$ cat src/rtl/rx_dest_filter_pkg.sv
package rx_dest_filter_pkg;
  localparam int MAC_W  = 48;
  localparam int WORD_W = 32;
  localparam int HASH_W = 6;
  localparam int BINS   = 1 << HASH_W;

  localparam int CTL_PROMISC = 0;
  localparam int CTL_HASH_EN = 1;
  localparam int CTL_BC_BLK  = 2;

  typedef struct packed {
    logic bc_block;
    logic hash_en;
    logic promisc;
  } filt_ctrl_t;
endpackage

$ cat src/rtl/rx_dest_filter_regs.sv
module rx_dest_filter_regs
  import rx_dest_filter_pkg::*;
#(
  parameter int N_EXACT = 8,
  parameter int AW      = 5
) (
  input  logic                            clk,
  input  logic                            rst_n,
  input  logic                            we,
  input  logic [AW-1:0]                   waddr,
  input  logic [WORD_W-1:0]               wdata,
  output logic [N_EXACT-1:0][WORD_W-1:0]  ent_lo,
  output logic [N_EXACT-1:0][15:0]        ent_hi,
  output logic [BINS-1:0]                 hash_tbl,
  output filt_ctrl_t                      ctrl
);
  logic [N_EXACT-1:0][WORD_W-1:0] lo_q, lo_d;
  logic [N_EXACT-1:0][15:0]       hi_q, hi_d;
  logic [BINS-1:0]                hash_q, hash_d;
  filt_ctrl_t                     ctrl_q, ctrl_d;

  always_comb begin
    lo_d   = lo_q;
    hi_d   = hi_q;
    hash_d = hash_q;
    ctrl_d = ctrl_q;
    for (int e = 0; e < N_EXACT; e++) begin
      if (waddr == AW'(2 * e))     lo_d[e] = wdata;
      if (waddr == AW'(2 * e + 1)) hi_d[e] = wdata[15:0];
    end
    if (waddr == AW'(2 * N_EXACT))     hash_d[WORD_W-1:0]    = wdata;
    if (waddr == AW'(2 * N_EXACT + 1)) hash_d[BINS-1:WORD_W] = wdata;
    if (waddr == AW'(2 * N_EXACT + 2)) begin
      ctrl_d.promisc  = wdata[CTL_PROMISC];
      ctrl_d.hash_en  = wdata[CTL_HASH_EN];
      ctrl_d.bc_block = wdata[CTL_BC_BLK];
    end
  end

  always_ff @(posedge clk or negedge rst_n) begin
    if (!rst_n) begin
      lo_q   <= '0;
      hi_q   <= '0;
      hash_q <= '0;
      ctrl_q <= '0;
    end else if (we) begin
      lo_q   <= lo_d;
      hi_q   <= hi_d;
      hash_q <= hash_d;
      ctrl_q <= ctrl_d;
    end
  end

  assign ent_lo   = lo_q;
  assign ent_hi   = hi_q;
  assign hash_tbl = hash_q;
  assign ctrl     = ctrl_q;
endmodule

$ cat src/rtl/rx_dest_filter_hash.sv
module rx_dest_filter_hash
  import rx_dest_filter_pkg::*;
(
  input  logic [MAC_W-1:0]  key,
  output logic [HASH_W-1:0] bin
);
  // Wire-order fold: bit k of the address lands in bin bit k mod HASH_W.
  always_comb begin
    bin = '0;
    for (int k = 0; k < MAC_W; k++) begin
      bin[k % HASH_W] = bin[k % HASH_W] ^ key[k];
    end
  end
endmodule

$ cat src/rtl/rx_dest_filter_exact.sv
module rx_dest_filter_exact
  import rx_dest_filter_pkg::*;
#(
  parameter int N_EXACT = 8,
  parameter int IDX_W   = 4
) (
  input  logic [MAC_W-1:0]                key,
  input  logic [N_EXACT-1:0][WORD_W-1:0]  ent_lo,
  input  logic [N_EXACT-1:0][15:0]        ent_hi,
  output logic                            hit,
  output logic [IDX_W-1:0]                hit_idx
);
  logic [N_EXACT-1:0] hit_vec;

  for (genvar g = 0; g < N_EXACT; g++) begin : g_cmp
    logic armed;
    assign armed      = |{ent_hi[g], ent_lo[g]};
    assign hit_vec[g] = armed && (key == {ent_hi[g], ent_lo[g]});
  end

  always_comb begin
    hit     = |hit_vec;
    hit_idx = '1;
    for (int e = N_EXACT - 1; e >= 0; e--) begin
      if (hit_vec[e]) hit_idx = IDX_W'(e);
    end
  end
endmodule

$ cat src/rtl/rx_dest_filter.sv
module rx_dest_filter
  import rx_dest_filter_pkg::*;
#(
  parameter int N_EXACT = 8
) (
  input  logic                               clk,
  input  logic                               rst_n,
  input  logic                               cfg_we,
  input  logic [$clog2(2*N_EXACT+3)-1:0]     cfg_addr,
  input  logic [31:0]                        cfg_wdata,
  input  logic                               addr_valid,
  input  logic [47:0]                        addr_bytes,
  output logic                               res_valid,
  output logic                               res_accept,
  output logic [$clog2(N_EXACT):0]           res_index
);
  localparam int IDX_W = $clog2(N_EXACT) + 1;
  localparam int AW    = $clog2(2 * N_EXACT + 3);

  logic [N_EXACT-1:0][WORD_W-1:0] ent_lo;
  logic [N_EXACT-1:0][15:0]       ent_hi;
  logic [BINS-1:0]                hash_tbl;
  filt_ctrl_t                     ctrl;
  logic [HASH_W-1:0]              bin;
  logic                           hit;
  logic [IDX_W-1:0]               hit_idx;

  logic ctrl_promisc, ctrl_bc_block;
  logic is_group, is_bcast, hash_ok, take;

  logic             valid_q, valid_d;
  logic             acc_q, acc_d;
  logic [IDX_W-1:0] idx_q, idx_d;

  rx_dest_filter_regs #(.N_EXACT(N_EXACT), .AW(AW)) u_regs (
    .clk(clk), .rst_n(rst_n), .we(cfg_we), .waddr(cfg_addr), .wdata(cfg_wdata),
    .ent_lo(ent_lo), .ent_hi(ent_hi), .hash_tbl(hash_tbl), .ctrl(ctrl)
  );

  rx_dest_filter_hash u_hash (.key(addr_bytes), .bin(bin));

  rx_dest_filter_exact #(.N_EXACT(N_EXACT), .IDX_W(IDX_W)) u_exact (
    .key(addr_bytes), .ent_lo(ent_lo), .ent_hi(ent_hi), .hit(hit), .hit_idx(hit_idx)
  );

  assign ctrl_promisc  = ctrl.promisc;
  assign ctrl_bc_block = ctrl.bc_block;

  always_comb begin
    is_group = addr_bytes[0];
    is_bcast = &addr_bytes;
    hash_ok  = ctrl.hash_en && is_group && hash_tbl[bin];
    take     = ctrl_promisc || (!(is_bcast && ctrl_bc_block) && (hit || hash_ok));
    valid_d  = addr_valid;
    acc_d    = addr_valid && take;
    idx_d    = (take && hit) ? hit_idx : '1;
  end

  always_ff @(posedge clk or negedge rst_n) begin
    if (!rst_n) begin
      valid_q <= 1'b0;
      acc_q   <= 1'b0;
    end else begin
      valid_q <= valid_d;
      acc_q   <= acc_d;
    end
  end

  always_ff @(posedge clk or negedge rst_n) begin
    if (!rst_n) begin
      idx_q <= '1;
    end else if (addr_valid) begin
      idx_q <= idx_d;
    end
  end

  assign res_valid  = valid_q;
  assign res_accept = acc_q;
  assign res_index  = idx_q;
endmodule

$ cat config.mk
export PLATFORM = sky130hd
export DESIGN_NAME = rx_dest_filter
export DESIGN_NICKNAME = d
export VERILOG_FILES = /design/src/rtl/rx_dest_filter_pkg.sv /design/src/rtl/rx_dest_filter_regs.sv /design/src/rtl/rx_dest_filter_hash.sv /design/src/rtl/rx_dest_filter_exact.sv /design/src/rtl/rx_dest_filter.sv
export SDC_FILE = /design/constraint.sdc
export NUM_CORES = 1
export LEC_CHECK = 0
export BUFFER_PORTS_ARGS = -buffer_cell sky130_fd_sc_hd__buf_2
export CAP_MARGIN = 20
export CORE_ASPECT_RATIO = 0.6
export CORE_MARGIN = 2
export CORE_UTILIZATION = 40
export CTS_CLUSTER_SIZE = 30
export DETAILED_ROUTE_END_ITERATION = 7
export PLACE_DENSITY = 0.58
export SKIP_CTS_REPAIR_TIMING = 1
export SYNTH_ARGS = -nofsm -noshare
export SYNTH_HDL_FRONTEND = slang
export SYNTH_SLANG_ARGS = --single-unit
$ cat constraint.sdc
create_clock -name clk -period 5.3 [get_ports clk]
set_input_delay 0.795 -clock clk [delete_from_list [all_inputs] [get_ports clk]]
set_output_delay 0.795 -clock clk [all_outputs]
set_load 0.02 [all_outputs]
After elaboration in Yosys (flattened, before gate mapping):

Index checks and enable logic that the tools add are counted.

* bits of input ports: 89
* logic and storage cells: 151
* output and inout port bits: 6
* flip-flop bits (word level): 457

* $lt $le $gt $ge: 1
* mux-type cells: 11
* bitwise operators: 42
* reductions and logical operators: 47
* eq/ne operators: 26

Operators with widths (count)
* 48-bit == test: 8
* 48-bit OR reduction: 8
* 48-bit AND reduction: 1
* 1-bit XOR: 42
* 5-bit by 4-bit == test with 1-bit output, second input constant: 8
* 2-bit AND reduction: 19
* 4-bit 2-to-1 mux: 9
* 5-bit by 3-bit == test with 1-bit output, second input constant: 4
* 5-bit == test, second input constant: 3
* 1-bit logical AND: 14
* 5-bit by 2-bit == test with 1-bit output, second input constant: 2
* 8-bit OR reduction: 1
* 6-bit by 7-bit less-than comparator with 1-bit output, second input constant: 1
* 1-bit binary-select mux with 6-bit select: 1
* 5-bit by 1-bit == test with 1-bit output, second input constant: 1
* 5-bit logical NOT: 1
* 1-bit logical OR: 2
* 1-bit logical NOT: 1
* 1-bit 2-to-1 mux: 1

Logic depth before layout (Yosys ltp):

Gate-level depths: netlist (run 1).

* depth after elaboration: 15
* gate-level depth with buffers: 12
* depth with buffers taken out: 9

Cells and area by module:

From an unflattened synthesis (run 1), not the netlist that was laid out.

* cells, all modules: 1822
* area, all modules: 23707.7 um2

By module, submodules not included
* rx_dest_filter_regs: sequential area each 11285.8 um2, instances 1, area an instance 17045.1 um2, cells an instance 1010
* rx_dest_filter_exact: sequential area each 0.0 um2, instances 1, area an instance 5367.6 um2, cells an instance 699
* rx_dest_filter: sequential area each 155.1 um2, instances 1, area an instance 927.1 um2, cells an instance 71
* rx_dest_filter_hash: sequential area each 0.0 um2, instances 1, area an instance 367.9 um2, cells an instance 42

Worst setup path after synthesis (run 1):

OpenSTA, ideal clock, no wires.

* path type: input -> register
* start: input port addr_bytes[42]
* end: register acc_q, in the netlist res_accept
* data required time: 5.166 ns
* data arrival time: 2.945 ns
* setup slack: 2.222 ns
* setup time: 0.134 ns
* buffers on the path: 2
* cell stages on the path: 10
* path through: buf_4 -> xor2_1 -> xnor2_1 -> xnor2_1 -> buf_6 -> mux4_2 -> mux2_4 -> and3_4 -> nor4_2 -> o211ai_1

* word-level cells in the longest chain between the ends: 8
* elaborated cells between the ends (all ways): 28
* those cells by class: 8 x eq/ne; 2 x mux; 1 x bitwise; 17 x reduce/logical

Ends and longest elaborated chain
* start, declared: line rx_dest_filter.sv:12 `input logic [47:0] addr_bytes,`
* 1-bit XOR: line rx_dest_filter_hash.sv:11 `bin[k % HASH_W] = bin[k % HASH_W] ^ key[k];`
* 1-bit binary-select mux with 6-bit select: line rx_dest_filter.sv:52 `hash_ok = ctrl.hash_en && is_group && hash_tbl[bin];`
* 1-bit 2-to-1 mux (not written as such): line rx_dest_filter.sv:52
* 1-bit logical AND: line rx_dest_filter.sv:52
* 1-bit logical OR: line rx_dest_filter.sv:53 `take = ctrl_promisc || (!(is_bcast && ctrl_bc_block) && (hit || hash_ok));`
* 1-bit logical AND *: line rx_dest_filter.sv:53
* 1-bit logical OR *: line rx_dest_filter.sv:53
* 1-bit logical AND *: line rx_dest_filter.sv:55 `acc_d = addr_valid && take;`
* via acc_d: line rx_dest_filter.sv:32 `logic acc_q, acc_d;`
* end signal, assigned: line rx_dest_filter.sv:62 `acc_q <= 1'b0;`
* end signal, assigned: line rx_dest_filter.sv:65 `acc_q <= acc_d;`
* end, declared: line rx_dest_filter.sv:32

Mark *: on every way through the listed nets, which the timed path passes. The rest lies on a longest branch. The select of a mux whose other input is x is not followed.
A chain may end at the register's enable or synchronous reset.

Worst setup path after layout (run 1):

* start: register u_regs.lo_q, in the netlist u_regs.ent_lo[52]
* end: register acc_q, in the netlist res_accept

* word-level cells in the longest chain between the ends: 7
* elaborated cells between the ends (all ways): 8
* those cells by class: 1 x eq/ne; 7 x reduce/logical

Ends and longest elaborated chain
* start, declared: line rx_dest_filter_regs.sv:17 `logic [N_EXACT-1:0][WORD_W-1:0] lo_q, lo_d;`
* start signal, assigned: line rx_dest_filter_regs.sv:47 `lo_q <= lo_d;`
* 48-bit == test / 48-bit OR reduction (equally long branches): line rx_dest_filter_exact.sv:18, rx_dest_filter_exact.sv:17
* 1-bit logical AND *: line rx_dest_filter_exact.sv:18 `assign hit_vec[g] = armed && (key == {ent_hi[g], ent_lo[g]});`
* 8-bit OR reduction *: line rx_dest_filter_exact.sv:22 `hit = |hit_vec;`
* 1-bit logical OR *: line rx_dest_filter.sv:53
* 1-bit logical AND *: line rx_dest_filter.sv:53
* 1-bit logical OR *: line rx_dest_filter.sv:53
* 1-bit logical AND *: line rx_dest_filter.sv:55
* via acc_d: line rx_dest_filter.sv:32

Mark *: on every way through the listed nets, which the timed path passes. The rest lies on a longest branch.

==> results of run 1 <==
==> Yosys cell counts, types with 2 or more instances <==
| cell | count | area (um2) |
|---|---|---|
| dfrtp_1 | 453 | 11300 |
| nor2_1 | 12 | 45.0 |
| o211ai_1 | 3 | 22.5 |
| a21oi_1 | 2 | 10.0 |
| nor4_1 | 203 | 1270 |
| inv_1 | 3 | 11.3 |
| clkbuf_1 | 32 | 120 |
| mux2_2 | 448 | 5040 |
| buf_1 | 47 | 176 |
| buf_6 | 7 | 78.8 |
| nand4_1 | 64 | 400 |
| buf_2 | 43 | 215 |
| o21ai_0 | 5 | 25.0 |
| mux4_2 | 3 | 67.6 |
| nand2_1 | 20 | 75.1 |
| mux2_1 | 7 | 78.8 |
| mux4_1 | 6 | 158 |
| dfstp_2 | 4 | 105 |
| xor2_1 | 388 | 3400 |
| nand3_1 | 5 | 25.0 |
| nor2b_1 | 8 | 50.1 |
| xnor2_1 | 38 | 333 |
| nor3_1 | 12 | 60.1 |
| mux2i_1 | 17 | 170 |
| buf_4 | 2 | 15.0 |
==> per-stage QoR <==
| step | area (um2) | hold WS, ns |
|---|---|---|
| 6_report | 26100 | 0.255 |
| 5_1_grt | 26100 | 0.314 |
| 4_1_cts | 26100 | 0.287 |
| 3_5_place_dp | 24500 | 0.487 |
| 3_3_place_gp | 24500 | 0.478 |
| 2_1_floorplan | 23400 | 0.470 |
==> area by class of cell <==
class | count | area [um2] | area share
flip-flops and latches | 457 | 11400 | 0.438
inverters | 3 | 11.3 | 0.000431
repair buffers | 120 | 721 | 0.0276
clock inverters | 19 | 236 | 0.00905
multi-input cells | 1259 | 11400 | 0.437
well taps | 770 | 963 | 0.0369
diodes | 1 | 2.50 | 0.0000958
clock buffers | 62 | 1330 | 0.0510
==> layer usage <==
layer / up-vias / GRT usage / share of wire
met5: - / 0 / 0
met4: 0 / 0.0666 / 0.021
met3: 140 / 0.105 / 0.13
met2: 1119 / 0.418 / 0.38
met1: 9051 / 0.519 / 0.47
li1: 6738 / - / -
==> cell usage in the layout (no fill, tap or decap), types with 2 or more instances in the layout <==
master / count
nor4_2: 2
clkbuf_8: 10
mux4_2: 3
nor2_1: 12
o21ai_0: 5
buf_12: 3
mux2i_1: 17
nor3_1: 11
xnor2_2: 2
nand3_1: 5
inv_6: 3
mux2_1: 7
o211ai_1: 3
xnor2_1: 36
mux2_2: 448
clkbuf_16: 47
nand2_1: 20
dfstp_2: 4
nor2b_1: 8
clkinv_2: 9
bufinv_16: 5
mux4_1: 6
buf_4: 22
dfrtp_1: 453
nand4_1: 64
buf_8: 2
nor4_1: 202
clkinvlp_4: 2
clkbuf_1: 5
a21oi_1: 2
buf_2: 93
xor2_1: 388
inv_1: 3
==> power by group through the flow <==
stage | registers (mW) | logic [mW] | clock network, mW
2_1_floorplan | 4.67 | 1.61 | 0
3_3_place_gp | 5.01 | 2.37 | 0
3_5_place_dp | 5.02 | 2.37 | 0
4_1_cts | 4.96 | 2.39 | 3.53
5_1_grt | 5.07 | 2.59 | 3.68
6_report | 5.01 | 2.46 | 3.49
==> sequential cells by signal (all words and copies together), names as in the netlist <==
name	count
u_regs.ent_hi	128
res_valid	1
res_index	4
u_regs.ent_lo	256
res_accept	1
u_regs.hash_tbl	64
u_regs.ctrl	3
==> cell families (layout without fill, tap and decap cells) <==
| group | count (synthesis) | after routing | share of synthesized area |
|---|---|---|---|
| buf+inv | 134 | 204 | 0.0263 |
| other cells | 0 | 1 | 0 |
| flops | 457 | 457 | 0.488 |
| simple gates | 333 | 333 | 0.0852 |
| compound gates | 18 | 18 | 0.00523 |
| xor+xnor | 426 | 426 | 0.159 |
| mux | 482 | 482 | 0.236 |
==> how the worst min path moves through the flow <==
stage | endpoint | slack, ns | cells past startpoint
floorplan | u_regs.hash_tbl[17] | 0.47 | 1
global placement | u_regs.hash_tbl[51] | 0.48 | 1
detailed placement | u_regs.hash_tbl[56] | 0.49 | 1
CTS | u_regs.hash_tbl[21] | 0.29 | 1
global route | u_regs.hash_tbl[61] | 0.31 | 1
finish | u_regs.hash_tbl[61] | 0.25 | 1
==> critical path: cells and delay by family, from the launching register on <==
kind,cells,cell delay [ns]
flops,1,0.50
buf+inv,1,0.22
simple gates,7,1.97
compound gates,2,0.56
==> flow_metrics.tcl, run 1 <==
set metrics [dict create \
    status "complete, no violations" \
    maxSlewHeadroom 0.220 \
    synthCells 1850 \
    p_per_area_nw_per_um2 420 \
    min_period_over_period 0.641 \
    hp-class "in2async" \
    post-route-util 0.453 \
    max_freq_mhz 294 \
    crit_arrival_ns 3.83 \
    final_net_count 1976 \
    routed_wirelength_mm 98.3 \
    slew_violations 0 \
    synth-seq-cells 457 \
    power_leakage_nw 11.9 \
    cts_tree "done" \
    die_x_um 317 \
    syn_nets 1939 \
    rr_endpoint "res_accept" \
    p_sw_mw 3.69 \
    clock_latency_ns 0.60 \
    max_cap_violations 0 \
    avgSynthCellArea_um2 12.7 \
    r2r_cells 10 \
    clock_path_buffers 3 \
    fillCellCount 5302 \
    path_max_fanout 3 \
    first_iter_violations 2511 \
    fin_skew_ns 0.0195 \
    switching_share 0.336 \
    firstDrtPassIters 6 \
    cp-endpoint "res_accept" \
    cellInternalPower_mw 7.28 \
    path_class "reg2reg" \
    seq_power_share 0.457 \
    ys_types 43 \
    worst_path_most_repeated_cell "nor4_1" \
    rrSetupSlack_ns 1.90 \
    post-route-min-period_ns 3.40 \
    crit_chain "nor4_1 -> buf_4 -> nand4_1 -> nor3_1 -> nor4_1 -> nor2_1 -> nand2_1 -> or4_1 -> o21ai_0 -> o211ai_1" \
    postLayoutSetupSlackWorst_ns 1.90 \
    grt_pass1_vias 16100 \
    synth-edff-count 0 \
    power_frac_clock 0.318 \
    grt_max_degree 128 \
    syn_to_final_growth_pct 11.4 \
    worstSetupStartpoint "u_regs.ent_lo[52]" \
    grt_usage 0.326 \
    vias_per_cell 6.34 \
    peakVddDrop_mv 0.265 \
    die-area_um2 60600 \
    setup-tns-final_ns 0 \
    coreArea_um2 57700 \
    drc 0 \
    dp_worst_setup_slack_ns 1.40 \
    ys_seq_area_frac 0.488 \
    rows 68 \
    drive_gt1_frac 0.343 \
    gp_congestion 1.01 \
    cp.required_ns 5.73 \
    total_power_mw 11.0 \
    antenna_found_initial 8 \
    cpPeakStageDelay_ns 0.65 \
    tightest_slew_ns 1.16 \
    clock_sinks 457 \
    synth_warnings 0 \
    placed_cells_incl_taps 2608 \
    r2r-start "u_regs.ent_lo[52]" \
    hold_violations 0 \
    h-tree-depth 2 \
    wl_per_cell_um 36.5 \
    synth_ff_type "dfrtp_1" \
    critical_path.startpoint_type "register" \
    fin_cells 2691 \
    cts-root-buf "clkbuf_16" \
    grt_overflow 0 \
    numCtsBuffers 46 \
    power_frac_comb 0.225 \
    rsz0062_at_grt "no" \
    chipHeight_um 192 \
    dpl.hpwl_mm 66.7 \
    vias 17000 \
    ios 95 \
    clkTransAtPathRegs_ns 0.07 \
    grt_pass1_wl_mm 136 \
    async_reset_ff_frac 1.00 \
    cpMaxStageDelayCell "nor4_1" \
    finalSetupViolCount 0 \
    antenna_left 0 \
    start_util 0.406 \
    worstSetupEndpointType "register" \
    io_buffers 94 \
    synthesis.area_um2 23400 \
]
Power figures use the tool's default switching activity.
==> run 2, diff against run 1 <==
--- a/config.mk
+++ b/config.mk
@@ -12,7 +12,7 @@
 export CORE_UTILIZATION = 40
 export CTS_CLUSTER_SIZE = 30
 export DETAILED_ROUTE_END_ITERATION = 7
-export PLACE_DENSITY = 0.58
+export PLACE_DENSITY = 0.6
 export SKIP_CTS_REPAIR_TIMING = 1
 export SYNTH_ARGS = -nofsm -noshare
 export SYNTH_HDL_FRONTEND = slang
==> constraint.sdc (replaced) <==
create_clock -name clk -period 3.1 [get_ports clk]
set_input_delay 0.465 -clock clk [delete_from_list [all_inputs] [get_ports clk]]
set_output_delay 0.465 -clock clk [all_outputs]
set_load 0.02 [all_outputs]
==> flow_metrics.tcl, run 2 (synthesis results as in run 1) <==
set metrics [dict create \
    status "complete, no violations" \
    grt_pass1_wl_mm 133 \
    min_period_over_period 0.973 \
    post-route-cell-area_um2 28300 \
    clock_sinks 457 \
    hold_depth 1 \
    start_util 0.406 \
    setup-tns-final_ns 0 \
    final_cell_mix "dfrtp_1 (453), mux2_2 (448), xor2_1 (388)" \
    cp.required_ns 3.53 \
    rows 68 \
    vias 17500 \
    crit_arrival_ns 3.45 \
    worstSetupEndpointType "register" \
    min_to "res_valid" \
    path_max_fanout 3 \
    drc 0 \
    cpPeakStageDelay_ns 0.58 \
    h-tree-depth 2 \
    wl_per_cell_um 33.2 \
    fillCellCount 5121 \
    dpl.hpwl_mm 65.2 \
    cts-root-buf "clkbuf_16" \
    post-route-min-period_ns 3.02 \
    r2r-start "u_regs.ent_hi[6]" \
    syn_to_final_growth_pct 20.7 \
    finalSetupViolCount 0 \
    chipHeight_um 192 \
    critical_path.startpoint_type "register" \
    worst_path_most_repeated_cell "nor4_1" \
    placed_cells_incl_taps 2798 \
    grt_overflow 0 \
    clkTransAtPathRegs_ns 0.07 \
    antenna_left 0 \
    routed_wirelength_mm 95.8 \
    r2r_cells 10 \
    grt_pass1_vias 17200 \
    rsz0062_at_grt "no" \
    vias_per_cell 6.07 \
    peakVddDrop_mv 0.354 \
    fin_cells 2886 \
    worstHoldStart "addr_valid" \
    post_dp_cell_area_um2 26600 \
    grt_max_degree 96 \
    grt_usage 0.318 \
    first_iter_violations 2536 \
    crit_chain "nor4_1 -> nand4_1 -> nor3_1 -> nor4_1 -> buf_4 -> nor2_1 -> nand2_1 -> or4_1 -> o21ai_2 -> o211ai_1" \
    coreArea_um2 57700 \
    firstDrtPassIters 6 \
    slew_violations 0 \
    max_cap_violations 0 \
    final_net_count 2164 \
    maxSlewHeadroom 0.295 \
    final_common_cell "dfrtp_1" \
    die-area_um2 60600 \
    numCtsBuffers 44 \
    clock_path_buffers 3 \
    max_freq_mhz 332 \
    die_x_um 317 \
    tightest_slew_ns 1.05 \
    cts_tree "done" \
    fin_skew_ns 0.0297 \
    drive_gt1_frac 0.404 \
    ios 95 \
    clock_latency_ns 0.58 \
    gp_congestion 0.967 \
    largest_reg_flops 256 \
    rrSetupSlack_ns 0.08 \
    hp-class "in2reg" \
    hold_violations 0 \
    io_buffers 94 \
    path_class "reg2reg" \
    antenna_found_initial 15 \
    cpMaxStageDelayCell "or4_1" \
    power_leakage_nw 13.0 \
    p_per_area_nw_per_um2 673 \
    rr_endpoint "res_accept" \
]
==> run 2: cell count changes in the layout (fill, tap and decap cells not counted), sizes merged, moves of 3 or more <==
cell,previous run,this run
buf,120,309
diode,1,10
clkinv,9,5
bufinv,5,8
inv,6,3
==> run 2: stage by stage <==
stage	worst slack (ns)	power, mW	utilization	hold slack, ns
final	0.0843	19.0	0.490	0.161
after global routing	0.00210	19.7	0.490	0.133
after floorplan	0.352	10.7	-	0.169
after detailed placement	-0.189	13.0	0.462	0.413
after CTS	-0.139	19.0	0.489	-0.183
after global placement	-0.171	12.9	0.462	0.408
==> run 2: layout make-up <==
| type | count | area (um2) | area share |
|---|---|---|---|
| Timing Repair Buffer | 310 | 2820 | 0.0996 |
| Clock inverter | 16 | 288 | 0.0102 |
| Clock buffer | 61 | 1290 | 0.0455 |
| Multi-Input combinational cell | 1259 | 11500 | 0.405 |
| Inverter | 3 | 11.3 | 0.000398 |
| Tap cell | 770 | 963 | 0.0341 |
| Antenna cell | 10 | 25.0 | 0.000885 |
| Sequential cell | 457 | 11400 | 0.404 |
==> run 2: power breakdown <==
group | total (mW) | switching [mW] | leakage [nW] | internal, mW
Clock | 6.02 | 2.46 | 0.767 | 3.56
Sequential | 8.30 | 1.18 | 5.83 | 7.12
Combinational | 4.72 | 2.34 | 6.43 | 2.38
Total | 19.0 | 5.98 | 13.0 | 13.1
==> run 2: worst max-delay path by stage <==
stage	slack (ns)	end	startpoint
2_1_floorplan	0.35	res_accept	addr_bytes[42]
3_3_place_gp	-0.17	res_index[0]	addr_bytes[22]
3_5_place_dp	-0.19	res_index[0]	addr_bytes[22]
4_1_cts	-0.14	res_accept	u_regs.ent_hi[83]
5_1_grt	0.002	res_accept	u_regs.ent_lo[116]
6_report	0.08	res_accept	u_regs.ent_hi[6]
==> run 2: routing by layer <==
layer	GRT usage	wire length [um]	vias to the layer above	part of all wire
li1	-	-	7139	-
met1	0.459	41600	9117	0.43
met2	0.436	38500	1039	0.40
met3	0.114	12200	218	0.13
met4	0.112	3490	0	0.036
met5	0	0	-	0
==> run 2: worst max-delay path: cells and delay by family, from the launching register on <==
family,cells,cell delay [ns]
AND/OR/NAND/NOR,7,1.94
flip-flops,1,0.40
AO/OA/AOI/OAI,2,0.36
buffers and inverters,1,0.17
==> run 3, diff against run 2 <==
--- a/config.mk
+++ b/config.mk
@@ -10,8 +10,10 @@
 export CORE_ASPECT_RATIO = 0.6
 export CORE_MARGIN = 2
 export CORE_UTILIZATION = 40
+export CTS_BUF_LIST = sky130_fd_sc_hd__clkbuf_4
 export CTS_CLUSTER_SIZE = 30
 export DETAILED_ROUTE_END_ITERATION = 7
+export GPL_TIMING_DRIVEN = 0
 export PLACE_DENSITY = 0.6
 export SKIP_CTS_REPAIR_TIMING = 1
 export SYNTH_ARGS = -nofsm -noshare
==> flow_metrics.tcl, run 3 (synthesis results as in run 1) <==
set metrics [dict create \
    status "complete, but fails checks" \
    violations "negative setup slack" \
    clkTransAtPathRegs_ns 0.07 \
    slew_violations 0 \
    crit_chain "xor2_1 -> nor4_1 -> nand4_1 -> nor4_1 -> or2_0 -> or4_1 -> a21oi_1 -> a221o_1" \
    cpPeakStageDelay_ns 0.82 \
    first_iter_violations 2435 \
    antenna_left 0 \
    postLayoutSetupSlackWorst_ns -0.0228 \
    r2r_cells 8 \
    placed_cells_incl_taps 2658 \
    post-route-min-period_ns 3.12 \
    grt_max_degree 109 \
    finalSetupViolCount 3 \
    clock_latency_ns 0.88 \
    h-tree-depth 3 \
    antenna_found_initial 13 \
    fin_skew_ns 0.0667 \
    worstSetupEndpointType "register" \
    hp-class "in2async" \
    fillCellCount 5294 \
    routed_wirelength_mm 94.4 \
    final_net_count 2096 \
    syn_to_final_growth_pct 12.5 \
    peakVddDrop_mv 0.299 \
    maxSlewHeadroom 0.176 \
    grt_usage 0.313 \
    path_class "reg2reg" \
    clock_sinks 457 \
    tightest_slew_ns 1.24 \
    final_cell_mix "dfrtp_1 (453), mux2_2 (448), xor2_1 (388)" \
    cts-root-buf "clkbuf_4" \
    worst_path_most_repeated_cell "nor4_1" \
    ios 95 \
    critical_path.startpoint_type "register" \
    p_per_area_nw_per_um2 668 \
    cp.required_ns 3.89 \
    drc 0 \
    gp_congestion 0.970 \
    clock_path_buffers 3 \
    vias 17400 \
    vias_per_cell 6.08 \
    die_x_um 317 \
    final_common_cell "dfrtp_1" \
    drive_gt1_frac 0.349 \
    path_max_fanout 3 \
    grt_pass1_wl_mm 132 \
    wl_per_cell_um 32.9 \
    cpMaxStageDelayCell "nor4_1" \
    firstDrtPassIters 5 \
    start_util 0.406 \
    crit_arrival_ns 3.92 \
    max_freq_mhz 320 \
    coreArea_um2 57700 \
    dp_worst_setup_slack_ns -0.762 \
    die-area_um2 60600 \
    power_leakage_nw 12.0 \
    hold_violations 0 \
    io_buffers 26 \
    min_period_over_period 1.01 \
    dpl.hpwl_mm 62.9 \
    largest_reg_flops 256 \
    cts_tree "done" \
    grt_overflow 0 \
    chipHeight_um 192 \
    grt_pass1_vias 17100 \
    rows 68 \
    numCtsBuffers 111 \
    fin_cells 2871 \
    max_cap_violations 0 \
]
[run 3: cell count changes in the layout (fill, tap and decap cells not counted), moves of 7 or more]
cell | before | now
clkinv_1 | 0 | 32
clkbuf_16 | 45 | 0
clkbuf_4 | 0 | 166
buf_2 | 93 | 69
buf_1 | 0 | 46
clkbuf_8 | 10 | 0
buf_4 | 158 | 2
buf_8 | 1 | 12
buf_6 | 0 | 7
clkbuf_1 | 6 | 32
buf_12 | 57 | 0
[run 3: final cells by class]
type | count | area (um2) | share of cell area
inverters | 3 | 11.3 | 0.000427
multi-input cells | 1259 | 11400 | 0.434
clock inverters | 37 | 195 | 0.00740
diodes | 4 | 10.0 | 0.000380
plain buffers | 131 | 607 | 0.0230
well taps | 770 | 963 | 0.0365
repair buffers | 44 | 440 | 0.0167
flip-flops and latches | 457 | 11400 | 0.434
clock buffers | 166 | 1250 | 0.0473
[run 3: per-layer routing]
layer	global-route usage	part of all wire	wire length, um
met1	0.448	0.43	40600
met2	0.439	0.41	38900
met3	0.111	0.13	12000
met4	0.0983	0.031	2920
met5	0.00244	0	0
[run 3: final timing paths]
kind / start / end / slack, ns
setup reg to reg: u_regs.ent_lo[191] / res_index[0] / -0.02
hold / removal: rst_n / u_regs.hash_tbl[26] / 0.07
min in group clk: cfg_wdata[27] / u_regs.ent_lo[123] / 0.13
hold reg to reg: u_regs.hash_tbl[57] / u_regs.hash_tbl[57] / 0.50
max in group asynchronous: rst_n / u_regs.ent_hi[24] / 0.60
setup / recovery: u_regs.ent_lo[191] / res_index[0] / -0.02
[run 3: where the power goes]
part           switching, mW  leakage [nW]  total [mW]  internal [mW]
Clock                   2.61         0.854        5.22           2.60
Sequential              1.22          5.83        8.33           7.12
Combinational           2.15          5.29        4.07           1.92
[run 3: critical path: cells and delay by family, from the launching register on]
family          cells  cell delay (ns)
simple gates        5             1.99
xor+xnor            1             0.20
flops               1             0.41
compound gates      2             0.44
[run 3: through the flow]
step | cell area [um2] | hold slack [ns] | power (mW) | TNS, ns | utilization
final | 26400 | 0.0737 | 17.6 | -0.0576 | 0.457
after CTS | 26200 | -0.566 | 17.5 | -0.767 | 0.455
after detailed placement | 24800 | 0.378 | 12.3 | -2.96 | 0.430
after floorplan | 23400 | 0.169 | 10.7 | 0 | -
after global routing | 26400 | 0.0671 | 18.3 | -0.00237 | 0.457
after global placement | 24500 | 0.480 | 12.2 | -3441.43 | 0.425
